`config.mk`:
```
export PLATFORM = sky130hd
export DESIGN_NAME = regif_bank_regs
export DESIGN_NICKNAME = d
export VERILOG_FILES = /design/src/rtl/regif_pkg.sv /design/src/rtl/regif_decode.sv /design/src/rtl/regif_half_merge.sv /design/src/rtl/regif_bank_regs.sv
export SDC_FILE = /design/constraint.sdc
export NUM_CORES = 1
export LEC_CHECK = 0
export ABC_AREA = 1
export CORE_ASPECT_RATIO = 0.75
export CORE_MARGIN = 2
export CORE_UTILIZATION = 35
export CTS_CLUSTER_SIZE = 16
export DETAILED_ROUTE_END_ITERATION = 8
export DONT_BUFFER_PORTS = 1
export HOLD_SLACK_MARGIN = 0.15
export PLACE_DENSITY = 0.5
export SYNTH_ARGS = -nofsm -noshare
export SYNTH_HDL_FRONTEND = slang
export SYNTH_HIERARCHICAL = 1
export SYNTH_SLANG_ARGS = --single-unit
export TNS_END_PERCENT = 100
```
`constraint.sdc`:
```
create_clock -name clk -period 2.2 [get_ports clk]
set_input_delay 0.44 -clock clk [delete_from_list [all_inputs] [get_ports clk]]
set_output_delay 0.44 -clock clk [all_outputs]
set_load 0.01 [all_outputs]
```
`src/rtl/regif_pkg.sv`:
```
package regif_pkg;

    localparam int DATA_W = 8;
    localparam int REG_W  = 2 * DATA_W;
    localparam int OFF_W  = 4;

    // Offsets decoded in the 16-location window.
    localparam logic [OFF_W-1:0] OFF_BANK  = 4'd14;
    localparam logic [OFF_W-1:0] OFF_NONE  = 4'd15;
    localparam logic [OFF_W-1:0] OFF_TX_LO = 4'd0;
    localparam logic [OFF_W-1:0] OFF_TX_HI = 4'd1;
    localparam logic [OFF_W-1:0] OFF_RX_LO = 4'd4;
    localparam logic [OFF_W-1:0] OFF_RX_HI = 4'd5;
    localparam logic [OFF_W-1:0] OFF_CF_LO = 4'd0;
    localparam logic [OFF_W-1:0] OFF_CF_HI = 4'd1;

    localparam logic [DATA_W-1:0] BANK_MAIN = 8'd0;
    localparam logic [DATA_W-1:0] BANK_CONF = 8'd1;

    // Indices of the byte-writable registers.
    localparam int IDX_TX  = 0;
    localparam int IDX_RX  = 1;
    localparam int IDX_CF  = 2;
    localparam int NUM_RW  = 3;

    localparam logic [REG_W-1:0] RST_TX  = 16'h0000;
    localparam logic [REG_W-1:0] RST_RX  = 16'h0000;
    localparam logic [REG_W-1:0] RST_CF  = 16'hA0B1;
    localparam logic [REG_W-1:0] RST_CTL = 16'h1210;
    localparam logic [REG_W-1:0] RST_PTR = 16'h0000;
    localparam logic [REG_W-1:0] RST_ERX = 16'h001F;

    typedef struct packed {
        logic              bank_we;
        logic [NUM_RW-1:0] lo_we;
        logic [NUM_RW-1:0] hi_we;
    } wstb_t;

    typedef struct packed {
        logic [DATA_W-1:0] bank;
        logic [REG_W-1:0]  tx;
        logic [REG_W-1:0]  rx;
        logic [REG_W-1:0]  cf;
        logic [REG_W-1:0]  ctl;
        logic [REG_W-1:0]  ptr;
        logic [REG_W-1:0]  erx;
        logic              srst;
    } regs_t;

    localparam regs_t REGS_RESET = '{
        bank: BANK_MAIN,
        tx:   RST_TX,
        rx:   RST_RX,
        cf:   RST_CF,
        ctl:  RST_CTL,
        ptr:  RST_PTR,
        erx:  RST_ERX,
        srst: 1'b0
    };

endpackage

```
`src/rtl/regif_decode.sv`:
```
module regif_decode
    import regif_pkg::*;
#(
    parameter int OW = OFF_W,
    parameter int BW = DATA_W
) (
    input  logic          wr_en,
    input  logic [OW-1:0] off,
    input  logic [BW-1:0] bank,
    output wstb_t         wstb
);

    always_comb begin
        wstb = '0;
        if (wr_en) begin
            if (off == OFF_BANK) begin
                wstb.bank_we = 1'b1;
            end else if (off == OFF_NONE) begin
                wstb = '0;
            end else if (bank == BANK_MAIN) begin
                unique case (off)
                    OFF_TX_LO: wstb.lo_we[IDX_TX] = 1'b1;
                    OFF_TX_HI: wstb.hi_we[IDX_TX] = 1'b1;
                    OFF_RX_LO: wstb.lo_we[IDX_RX] = 1'b1;
                    OFF_RX_HI: wstb.hi_we[IDX_RX] = 1'b1;
                    // 10..13 reserved; the rest unlisted: dropped
                    default:   wstb = '0;
                endcase
            end else if (bank == BANK_CONF) begin
                unique case (off)
                    OFF_CF_LO: wstb.lo_we[IDX_CF] = 1'b1;
                    OFF_CF_HI: wstb.hi_we[IDX_CF] = 1'b1;
                    default:   wstb = '0;
                endcase
            end
        end
    end

endmodule

```
`src/rtl/regif_half_merge.sv`:
```
module regif_half_merge
    import regif_pkg::*;
#(
    parameter int DW = DATA_W,
    localparam int RW = 2 * DW
) (
    input  logic [RW-1:0] cur,
    input  logic [DW-1:0] data,
    input  logic          we_lo,
    input  logic          we_hi,
    output logic [RW-1:0] nxt
);

    always_comb begin
        nxt = cur;
        if (we_lo) nxt[DW-1:0]  = data;
        if (we_hi) nxt[RW-1:DW] = data;
    end

endmodule

```
`src/rtl/regif_bank_regs.sv`:
```
module regif_bank_regs
    import regif_pkg::*;
#(
    parameter int ADDR_W = 8,
    parameter int DW     = DATA_W,
    parameter int OW     = OFF_W,
    localparam int RW    = 2 * DW
) (
    input  logic          clk,
    input  logic          rst_n,
    input  logic          wr_en,
    input  logic [ADDR_W-1:0] wr_addr,
    input  logic [DW-1:0] wr_data,
    output logic [DW-1:0] bank_o,
    output logic [RW-1:0] tx_ctrl_o,
    output logic [RW-1:0] rx_ctrl_o,
    output logic [RW-1:0] cfg_o,
    output logic [RW-1:0] ctl_o,
    output logic [RW-1:0] ptr_o,
    output logic [RW-1:0] erx_o,
    output logic          soft_rst_o
);

    regs_t r_q, r_d;
    wstb_t wstb;

    logic [OW-1:0]            off;
    logic [NUM_RW-1:0][RW-1:0] cur_w;
    logic [NUM_RW-1:0][RW-1:0] mrg_w;

    assign off = wr_addr[OW-1:0];

    regif_decode #(.OW(OW), .BW(DW)) u_decode (
        .wr_en (wr_en),
        .off   (off),
        .bank  (r_q.bank),
        .wstb  (wstb)
    );

    assign cur_w[IDX_TX] = r_q.tx;
    assign cur_w[IDX_RX] = r_q.rx;
    assign cur_w[IDX_CF] = r_q.cf;

    for (genvar i = 0; i < NUM_RW; i++) begin : g_merge
        regif_half_merge #(.DW(DW)) u_merge (
            .cur   (cur_w[i]),
            .data  (wr_data),
            .we_lo (wstb.lo_we[i]),
            .we_hi (wstb.hi_we[i]),
            .nxt   (mrg_w[i])
        );
    end

    always_comb begin
        r_d      = r_q;
        r_d.srst = 1'b0;
        if (wstb.bank_we) r_d.bank = wr_data;
        r_d.tx = mrg_w[IDX_TX];
        r_d.rx = mrg_w[IDX_RX];
        r_d.cf = mrg_w[IDX_CF];
        // Soft reset: upper receive-control byte written with its top bit set
        if (wstb.hi_we[IDX_RX] && mrg_w[IDX_RX][RW-1]) begin
            r_d      = REGS_RESET;
            r_d.srst = 1'b1;
        end
    end

    always_ff @(posedge clk or negedge rst_n) begin
        if (!rst_n) r_q <= REGS_RESET;
        else        r_q <= r_d;
    end

    assign bank_o     = r_q.bank;
    assign tx_ctrl_o  = r_q.tx;
    assign rx_ctrl_o  = r_q.rx;
    assign cfg_o      = r_q.cf;
    assign ctl_o      = r_q.ctl;
    assign ptr_o      = r_q.ptr;
    assign erx_o      = r_q.erx;
    assign soft_rst_o = r_q.srst;

endmodule

```
==> flow_summary.json, run 1 <==
{
  "run_status": "complete, no violations",
  "total_die_area_um2": 9747,
  "critical-path-slowest-cell": "sky130_fd_sc_hd__dfrtp_1",
  "cts_inserted_buffers": 9,
  "min-delay-path-class": "input port to register",
  "setup-violations-final": 0,
  "maximum_buffer_depth_of_the_clock_tree": 2,
  "fmaxAchievable_mhz": 522.4,
  "setup.worst_path.class": "register to register",
  "finalCritPeriodShare_pct": 87.01,
  "routed-via-count": 2255,
  "worst_skew_pair.late_latency_ns": 0.32,
  "final_routed_drc_violation_total": 0,
  "final.fill_count": 919,
  "drt_iter0_drc": 166,
  "postCtsSetupRepairBufs": 0,
  "postSynthCellCount": 423,
  "initial_antenna_violation_count": 0,
  "dieHeight_um": 86,
  "groute.usage.overall_pct": 16.02,
  "ys.warnings.count": 6,
  "grt_max_degree": 58,
  "final_worst_path_period_need_ns": 1.914,
  "synth_seq_area_share_pct": 45.69,
  "gpl.final_weighted_congestion": 0.7177,
  "routedWlPerCell_um": 13.60,
  "timing.critical_path.cells": "nor2_1 > nand2_1 > nor2_2 > nand2_1 > nor2_2 > inv_2 > nand2_1 > nand2_1 > nand2_2 > inv_4 > buf_4 > nor2_1",
  "reg2reg_setup_slack_ns": 0.29,
  "drv_cap": 0,
  "tritoncts": "built",
  "power-per-cell-area_nw_per_um2": 984.9,
  "power.combinational.fraction_pct": 13.4,
  "ir_worst_vdd_uv": 562.4,
  "antenna_cells": 0,
  "worst_path_largest_cell_delay_ns": 0.44,
  "hold_viol": 0,
  "power_frac_seq_pct": 45.9,
  "arrival_time_worst_endpoint_ns": 2.17,
  "critical_path.most_common_cell": "sky130_fd_sc_hd__nand2_1",
  "crit_path_max_fanout": 21,
  "layout-drive-gt1-share_pct": 11.93,
  "post_drt_via_cell_ratio": 4.145,
  "switching_share_pct": 30.06,
  "cts_max_level": 3,
  "dpl.hpwl_mm": 4.992,
  "syn_to_final_growth_pct": 7.416,
  "synth.cell_area_um2": 3138,
  "first_global_vias": 2127,
  "internal_power_mw": 2.322,
  "pwr-share-clk_pct": 40.7,
  "detailed_route_wl_mm": 7.396,
  "buffer_ports.inserted": 0,
  "p_leak_nw": 1.881,
  "setup_repair_after_global_routing_missed_its_margin": "false",
  "timing.clock.skew_ns": 0.004075,
  "synth-seq-cells": 57,
  "crit_required_ns": 2.46,
  "cts.sink_count": 57,
  "timing.hold.ws_ns": 0.2571,
  "detailedRoute.firstPassIterationCount": 4,
  "std_cell_rows": 29,
  "antenna_left": 0,
  "effective_utilization_at_floorplan_pct": 36.49,
  "end_kind": "register",
  "floorplan.core_area_um2": 8600,
  "layout.nets": 450,
  "finalMaxSlewViolations": 0,
  "cts.root.buffer_cell": "sky130_fd_sc_hd__clkbuf_16",
  "p_sw_mw": 0.9979,
  "overflow": 0,
  "floorplan.io_pins": 124,
  "cts.clk_slew.worst_paths_ns": 0.05,
  "die_x_um": 113.3,
  "cp-start-kind": "register",
  "unique_masters_post_synth": 16,
  "syn_avg_cell_area_um2": 7.418,
  "fin_tns_setup_ns": 0,
  "grt_pass1_wl_mm": 11.71
}
## area by class of cell
type / count / area (µm²) / share of cell area (%)
Clock buffer: 14 / 284.0 / 8.426
Timing Repair Buffer: 12 / 128.9 / 3.823
Tap cell: 108 / 135.1 / 4.009
Sequential cell: 57 / 1434 / 42.54
Clock inverter: 2 / 10.01 / 0.2970
Multi-Input combinational cell: 288 / 1140 / 33.82
Inverter: 63 / 239.0 / 7.090
## power by group through the flow
stage	clock, mW	combinational (mW)	sequential (mW)
after global placement	0	0.401	1.55
after CTS	1.38	0.447	1.53
after floorplan	0	0.437	1.49
final	1.35	0.445	1.52
after detailed placement	0	0.414	1.55
after global routing	1.43	0.536	1.56
## cells in the mapped netlist (all sizes together)
cell type  count  area, µm²
buf           61      500.5
conb           2      7.510
dfrtp         51       1276
dfstp          6      157.7
inv           63      239.0
nand2        164      618.1
nand3         20      100.1
nor2          53      224.0
nor3           3      15.01
## timing repair
| item | in CTS | in global routing |
|---|---|---|
| hold buffers | 2 | 0 |
| endpoints found under the hold margin | 57 | 0 |
| gates resized for setup | 0 | 2 |
| endpoints found under the setup margin | 0 | 36 |
## cell usage in the layout, fill, tap and decap left out, types with 2 or more instances in the layout
cell type / instances
sky130_fd_sc_hd__clkbuf_8: 4
sky130_fd_sc_hd__clkbuf_16: 9
sky130_fd_sc_hd__clkinv_2: 2
sky130_fd_sc_hd__nor3_1: 3
sky130_fd_sc_hd__dfrtp_1: 51
sky130_fd_sc_hd__dfstp_2: 6
sky130_fd_sc_hd__nand3_1: 20
sky130_fd_sc_hd__nor2_1: 42
sky130_fd_sc_hd__inv_1: 55
sky130_fd_sc_hd__conb_1: 48
sky130_fd_sc_hd__nand2_1: 163
sky130_fd_sc_hd__nor2_2: 11
sky130_fd_sc_hd__inv_2: 7
sky130_fd_sc_hd__buf_4: 8
## layer usage
metal | global-route usage, % | up-vias | wire length, µm | share of wire, %
met2 | 23.90 | 76 | 3271 | 44
met1 | 20.56 | 1021 | 3396 | 46
met5 | 0 | - | 0 | 0
met3 | 7.986 | 7 | 647 | 8.7
li1 | - | 1151 | - | -
met4 | 4.656 | 0 | 80 | 1.1
## worst max-delay path: cells and delay by family, from the launching register on
family	cells	cell delay (ns)
buffers and inverters	3	0.36
DFF	1	0.44
and+or+nand+nor	9	1.04
## sequential cells by signal, summed over array words and instances, names as in the netlist
register / flops
rx_ctrl_o: 16
tx_ctrl_o: 16
soft_rst_o: 1
bank_o: 8
cfg_o: 16
## final timing paths
check / endpoint / start / cells after the start
hold reg to reg: cfg_o[15] / cfg_o[15] / 4
setup reg to reg: rx_ctrl_o[14] / bank_o[3] / 12
setup / recovery: rx_ctrl_o[14] / bank_o[3] / 12
max in group asynchronous: cfg_o[15] / rst_n / 2
min in group asynchronous: bank_o[4] / rst_n / 2
hold / removal: bank_o[2] / wr_data[2] / 2
## through the flow
step	area, µm²	worst slack (ns)	total power, mW	util [%]	cells
floorplan	3311	0.4311	1.923	-	469
global placement	3033	0.1382	1.948	35.27	526
detailed placement	3033	0.1147	1.964	35.27	526
CTS	3364	0.09746	3.366	39.12	544
global route	3371	0.03745	3.523	39.20	544
finish	3371	0.2857	3.320	39.20	544
## logic make-up (layout without fill, tap and decap cells)
| kind of cell | count (synthesis) | count (layout) | share of synthesized area, % |
|---|---|---|---|
| buf+inv | 124 | 91 | 23.56 |
| flops | 57 | 57 | 45.69 |
| other cells | 2 | 48 | 0.2393 |
| simple gates | 240 | 240 | 30.50 |
Power figures use the tool's default switching activity.
==> run 2, diff against run 1 <==
--- a/config.mk
+++ b/config.mk
@@ -12,8 +12,10 @@
 export CTS_CLUSTER_SIZE = 16
 export DETAILED_ROUTE_END_ITERATION = 8
 export DONT_BUFFER_PORTS = 1
+export GPL_TIMING_DRIVEN = 0
 export HOLD_SLACK_MARGIN = 0.15
 export PLACE_DENSITY = 0.5
+export SKIP_LAST_GASP = 1
 export SYNTH_ARGS = -nofsm -noshare
 export SYNTH_HDL_FRONTEND = slang
 export SYNTH_HIERARCHICAL = 1
==> flow_summary.json, run 2 (synthesis results as in run 1) <==
{
  "internal_power_mw": 2.254,
  "grt_max_degree": 58,
  "routedWlPerCell_um": 12.89,
  "critical_path.most_common_cell": "sky130_fd_sc_hd__nand2_1",
  "reg2reg_setup_slack_ns": 0.22,
  "leading_cell_type_in_the_layout_fill_and_taps_excluded": "sky130_fd_sc_hd__nand2_1",
  "power.total_mw": 3.246,
  "final_worst_path_period_need_ns": 1.982,
  "power.combinational.fraction_pct": 15.7,
  "detailedRoute.firstPassIterationCount": 4,
  "finalCritPeriodShare_pct": 90.11,
  "dpl.cell_count": 577,
  "run_status": "complete, no violations",
  "dieHeight_um": 86,
  "pwr-share-clk_pct": 37.2,
  "tritoncts": "built",
  "worst_path_largest_cell_delay_ns": 0.43,
  "fin_tns_setup_ns": 0,
  "syn_to_final_growth_pct": 19.34,
  "die_x_um": 113.3,
  "groute.usage.overall_pct": 16.11,
  "power_frac_seq_pct": 47.1,
  "fmaxAchievable_mhz": 504.5,
  "timing.hold.ws_ns": 0.2539,
  "min-delay-path-class": "input port to register",
  "postLayoutCoreUtil_pct": 43.55,
  "switching_share_pct": 30.56,
  "timing.final.ws_setup_ns": 0.2177,
  "total_die_area_um2": 9747,
  "worst_skew_pair.late_latency_ns": 0.33,
  "arrival_time_worst_endpoint_ns": 2.24,
  "maximum_buffer_depth_of_the_clock_tree": 2,
  "p_leak_nw": 2.129,
  "timing.critical_path.cells": "nor2_1 > nand2_1 > nor2_2 > nand2_1 > nor2_4 > buf_6 > inv_2 > nand2_1 > nand2_1 > nand2_2 > buf_4 > nand3_1 > nand2_1",
  "buffer_ports.inserted": 0,
  "drv_cap": 0,
  "effective_utilization_at_floorplan_pct": 36.49,
  "layout.nets": 501,
  "hold_viol": 0,
  "antenna_cells": 0,
  "final_routed_drc_violation_total": 0,
  "cts_inserted_buffers": 9,
  "p_sw_mw": 0.9920,
  "postCtsSetupRepairBufs": 0,
  "floorplan.io_pins": 124,
  "gpl.final_weighted_congestion": 0.7786,
  "setup.worst_path.class": "register to register",
  "grt_pass1_wl_mm": 11.68,
  "finalMaxSlewViolations": 0,
  "detailed_route_wl_mm": 7.667,
  "end_kind": "register",
  "final_cell_area_um2": 3745,
  "dpl_cell_area_um2": 3446,
  "timing.clock.skew_ns": 0.007643,
  "initial_antenna_violation_count": 0,
  "layout-drive-gt1-share_pct": 20.33,
  "cts_max_level": 3,
  "post_drt_via_cell_ratio": 3.973,
  "dpl.hpwl_mm": 5.392,
  "dp_slack_ns": 0.1149,
  "layout.cells.most_common_list": "sky130_fd_sc_hd__nand2_1, sky130_fd_sc_hd__inv_1, sky130_fd_sc_hd__dfrtp_1",
  "power-per-cell-area_nw_per_um2": 866.9,
  "cts.root.buffer_cell": "sky130_fd_sc_hd__clkbuf_16",
  "std_cell_rows": 29,
  "drt_iter0_drc": 91,
  "crit_required_ns": 2.46,
  "setup-violations-final": 0,
  "first_global_vias": 2207,
  "crit_path_max_fanout": 10,
  "antenna_left": 0,
  "cts.clk_slew.worst_paths_ns": 0.05,
  "routed-via-count": 2364,
  "cp-start-kind": "register",
  "critical-path-slowest-cell": "sky130_fd_sc_hd__dfrtp_1",
  "ir_worst_vdd_uv": 373.3,
  "overflow": 0,
  "setup_repair_after_global_routing_missed_its_margin": "false",
  "cts.sink_count": 57,
  "final_cells": 595,
  "floorplan.core_area_um2": 8600
}
-- run 2: cell types whose count changed in the layout (fill, tap and decap cells not counted) --
cell,previous run,this run
sky130_fd_sc_hd__buf_4,8,49
sky130_fd_sc_hd__buf_6,1,10
sky130_fd_sc_hd__clkbuf_1,1,5
sky130_fd_sc_hd__clkbuf_8,4,0
sky130_fd_sc_hd__buf_12,1,0
sky130_fd_sc_hd__buf_2,0,1
sky130_fd_sc_hd__buf_8,0,1
sky130_fd_sc_hd__nor2_2,11,10
sky130_fd_sc_hd__nor2_4,0,1
-- run 2: repair_timing --
item	in CTS	in global routing
hold endpoints to repair	57	0
resized for setup	0	2
setup endpoints to repair	0	54
hold buffers	2	0
-- run 2: layer usage --
layer  GRT usage [%]  vias to the layer above  part of all wire, %
met5               0                        -                    0
met4           4.435                        0                  1.4
met3           8.551                       11                  9.2
met2           25.53                       75                   45
met1           19.24                     1026                   44
li1                -                     1252                    -
-- run 2: worst paths after layout --
kind / endpoint / start / cells past startpoint
setup / recovery: bank_o[5] / bank_o[7] / 13
hold / removal: bank_o[4] / wr_data[4] / 2
setup reg to reg: bank_o[5] / bank_o[7] / 13
hold reg to reg: cfg_o[0] / cfg_o[0] / 4
max in group asynchronous: cfg_o[4] / rst_n / 2
min in group asynchronous: bank_o[4] / rst_n / 2
-- run 2: final cells by class --
| class | count | area, µm² |
|---|---|---|
| fill | 903 | 4855 |
| timing repair buffer | 2 | 37.54 |
| tap | 108 | 135.1 |
| buffer | 61 | 500.5 |
| multi-input combinational | 288 | 1145 |
| sequential | 57 | 1434 |
| clock inverter | 2 | 10.01 |
| clock buffer | 14 | 244.0 |
| inverter | 63 | 239.0 |
-- run 2: power groups by stage --
stage / clock network, mW / registers (mW) / logic [mW]
floorplan: 0 / 1.49 / 0.437
global placement: 0 / 1.55 / 0.466
detailed placement: 0 / 1.55 / 0.480
CTS: 1.24 / 1.54 / 0.514
global route: 1.29 / 1.56 / 0.602
finish: 1.21 / 1.53 / 0.510
-- run 2: critical path: cells and delay by family, from the launching register on --
family | cells | cell delay (ns)
buf+inv | 3 | 0.43
flops | 1 | 0.43
simple gates | 10 | 1.04
==> run 3, diff against run 2 <==
--- a/config.mk
+++ b/config.mk
@@ -5,7 +5,7 @@
 export SDC_FILE = /design/constraint.sdc
 export NUM_CORES = 1
 export LEC_CHECK = 0
-export ABC_AREA = 1
+export ABC_AREA = 0
 export CORE_ASPECT_RATIO = 0.75
 export CORE_MARGIN = 2
 export CORE_UTILIZATION = 35
==> flow_summary.json, run 3 <==
{
  "run_status": "finished with violations",
  "violated_checks": "negative setup slack",
  "final_cell_area_um2": 4068,
  "yosys-mux-area-fraction_pct": 24.83,
  "power-per-cell-area_nw_per_um2": 847.5,
  "main_combinational_cell_family_by_area_after_synthesis": "multiplexers",
  "drt_iter0_drc": 74,
  "timing.clock.skew_ns": 0.004506,
  "buffer_ports.inserted": 0,
  "globalRouteMet1Util_pct": 19.95,
  "cts.root.buffer_cell": "sky130_fd_sc_hd__clkbuf_16",
  "layout.nets": 335,
  "regToRegEndpoint": "cfg_o[15]",
  "syn_avg_cell_area_um2": 12.85,
  "multi_input_area_um2": 1574,
  "die_x_um": 114.9,
  "dpl.hpwl_mm": 4.946,
  "leading_cell_type_in_the_layout_fill_and_taps_excluded": "sky130_fd_sc_hd__buf_4",
  "synth-seq-cells": 57,
  "synth_seq_area_share_pct": 44.45,
  "ir_worst_vdd_uv": 703.4,
  "grtUsageMet2_pct": 22.03,
  "final_routed_drc_violation_total": 0,
  "final_worst_path_period_need_ns": 2.246,
  "synthFlopType": "sky130_fd_sc_hd__dfrtp_1",
  "final.fill_count": 825,
  "synth.most_common_cell": "sky130_fd_sc_hd__dfrtp_1",
  "initial_antenna_violation_count": 0,
  "netlist_top_cells_area": "sky130_fd_sc_hd__dfrtp_1, sky130_fd_sc_hd__mux2_4, sky130_fd_sc_hd__buf_4",
  "dp_slack_ns": -0.3651,
  "synth_commonest_cells": "sky130_fd_sc_hd__dfrtp_1, sky130_fd_sc_hd__buf_4, sky130_fd_sc_hd__mux2_4, sky130_fd_sc_hd__and2_1, sky130_fd_sc_hd__and2_4",
  "synthSimpleGateAreaFrac_pct": 15.32,
  "effective_utilization_at_floorplan_pct": 35.81,
  "cts_inserted_buffers": 9,
  "total_die_area_um2": 10010,
  "setup.worst_path.class": "register to register",
  "critical-path-slowest-cell": "sky130_fd_sc_hd__or4_4",
  "synthesized_area_fraction_occupied_by_ao_oa_aoi_and_oai_cells_pct": 0,
  "post_drt_via_cell_ratio": 4.182,
  "groute.usage.overall_pct": 15.26,
  "layout-drive-gt1-share_pct": 53.89,
  "grt_use_met3_pct": 7.864,
  "cts_max_level": 3,
  "synth.cell_area_um2": 3226,
  "post_synth_xor_area_fraction_pct": 0,
  "detailed_route_wl_mm": 7.482,
  "routed-via-count": 1811,
  "timing.hold.ws_ns": 0.2803,
  "unique_masters_post_synth": 24,
  "worst_path_largest_cell_delay_ns": 0.62,
  "layout.cells.most_common_list": "sky130_fd_sc_hd__buf_4, sky130_fd_sc_hd__dfrtp_1, sky130_fd_sc_hd__conb_1, sky130_fd_sc_hd__mux2_4, sky130_fd_sc_hd__and2_4",
  "finalMaxSlewViolations": 0,
  "timing.rr.start": "bank_o[7]",
  "gr-max-usage-layer": "met2",
  "p_leak_nw": 2.048,
  "synth_adder_area_share_pct": 0,
  "arrival_time_worst_endpoint_ns": 2.50,
  "cts.clk_slew.worst_paths_ns": 0.05,
  "share_of_flip_flops_with_an_asynchronous_set_or_reset_pct": 100.0,
  "min_from": "wr_data[2]",
  "floorplan.core_area_um2": 9009,
  "worst_hold_path.num_cells": 2,
  "crit_path_max_fanout": 8,
  "setup_repair_after_global_routing_missed_its_margin": "true",
  "dieHeight_um": 87.14,
  "synth-edff-count": 0,
  "routedWlPerCell_um": 17.28,
  "fmaxAchievable_mhz": 445.3,
  "floorplan.io_pins": 124,
  "antenna_left": 0,
  "reg2reg_setup_slack_ns": -0.05,
  "holdPathEnd": "bank_o[2]",
  "ys.warnings.count": 6,
  "setup-violations-final": 51,
  "drv_cap": 0,
  "grt_max_degree": 58,
  "detailedRoute.firstPassIterationCount": 4,
  "end_kind": "register",
  "std_cell_rows": 30,
  "power.total_mw": 3.447,
  "hold_viol": 0,
  "gpl.final_weighted_congestion": 0.7104,
  "postLayoutCoreUtil_pct": 45.15,
  "worst_skew_pair.late_latency_ns": 0.32,
  "timing.critical_path.cells": "or4_4 > nor4_1 > buf_6 > mux2_4 > or2b_1",
  "first_global_vias": 1753,
  "dpl_cell_area_um2": 3565,
  "antenna_cells": 0,
  "overflow": 0,
  "critPathLaunch": "bank_o[7]",
  "cp-start-kind": "register",
  "syn_to_final_growth_pct": 26.11,
  "finalCritPeriodShare_pct": 102.1,
  "min-delay-path-class": "input port to register",
  "tritoncts": "built",
  "crit_required_ns": 2.45,
  "seqCellArea_um2": 1434,
  "r2r_cells": 5,
  "postSynthCellCount": 251,
  "cts.sink_count": 57,
  "yosysTopAreaCell": "sky130_fd_sc_hd__dfrtp_1",
  "maximum_buffer_depth_of_the_clock_tree": 2,
  "grt_pass1_wl_mm": 10.98,
  "timing.final.ws_setup_ns": -0.04558,
  "synth_top_area_share_pct": 39.57
}
[run 3: changes by cell type after synthesis, moves of 6 or more]
cell,before,now
sky130_fd_sc_hd__and2_1,0,25
sky130_fd_sc_hd__and2_4,0,16
sky130_fd_sc_hd__inv_1,55,0
sky130_fd_sc_hd__inv_2,7,1
sky130_fd_sc_hd__mux2_4,0,48
sky130_fd_sc_hd__mux2i_1,0,8
sky130_fd_sc_hd__nand2_1,163,0
sky130_fd_sc_hd__nand3_1,20,1
sky130_fd_sc_hd__nor2_1,43,8
sky130_fd_sc_hd__nor2_2,10,0
sky130_fd_sc_hd__nor4_1,0,6
[run 3: where the power goes]
part	total, mW	internal (mW)	switching (mW)	leakage, nW
combinational	0.678	0.466	0.212	1.17
clock	1.24	0.783	0.459	0.136
sequential	1.53	1.26	0.267	0.740
total	3.45	2.51	0.938	2.05
[run 3: routing by layer]
| metal | wire length, µm | up-vias |
|---|---|---|
| met1 | 3417 | 865 |
| li1 | - | 865 |
| met2 | 3269 | 74 |
| met5 | 0 | - |
| met4 | 76 | 0 |
| met3 | 720 | 7 |
[run 3: kinds of logic (layout without fill, tap and decap cells)]
logic type / count (synthesis) / after routing
muxes: 56 / 56
and+or+nand+nor: 73 / 73
DFF: 57 / 57
other: 2 / 48
buffers and inverters: 63 / 87
[run 3: how the worst max path moves through the flow]
stage | endpoint | depth (start not counted)
3_5_place_dp | cfg_o[6] | 8
4_1_cts | tx_ctrl_o[6] | 8
5_1_grt | rx_ctrl_o[13] | 8
3_3_place_gp | rx_ctrl_o[0] | 8
6_report | cfg_o[15] | 5
2_1_floorplan | tx_ctrl_o[10] | 9
[run 3: per-stage QoR]
step	setup TNS, ns	instances
4_1_cts	-5.339	430
5_1_grt	-5.552	433
6_report	-1.340	433
3_3_place_gp	-15.07	409
2_1_floorplan	-2.393	297
3_5_place_dp	-15.75	409
[run 3: cell type report]
cell class,count,area share (%)
multi-input cells,177,38.70
flip-flops and latches,57,35.25
well taps,112,3.445
plain buffers,60,12.46
clock buffers,12,6.060
repair buffers,10,3.507
inverters,1,0.09228
clock inverters,4,0.4922
[run 3: worst max-delay path: cells and delay by family, from the launching register on]
family	cells	cell delay (ns)
AND/OR/NAND/NOR	3	1.22
flip-flops	1	0.43
multiplexers	1	0.30
buffers and inverters	1	0.22
[run 3: timing repair]
| action | in CTS | in global routing |
|---|---|---|
| hold endpoints to repair | 57 | 0 |
| hold buffers | 2 | 0 |
| resized for setup | 15 | 14 |
| endpoints found under the setup margin | 56 | 56 |
| gates cloned | 1 | 2 |
| pin swaps | 0 | 1 |
| buffers inserted | 4 | 1 |
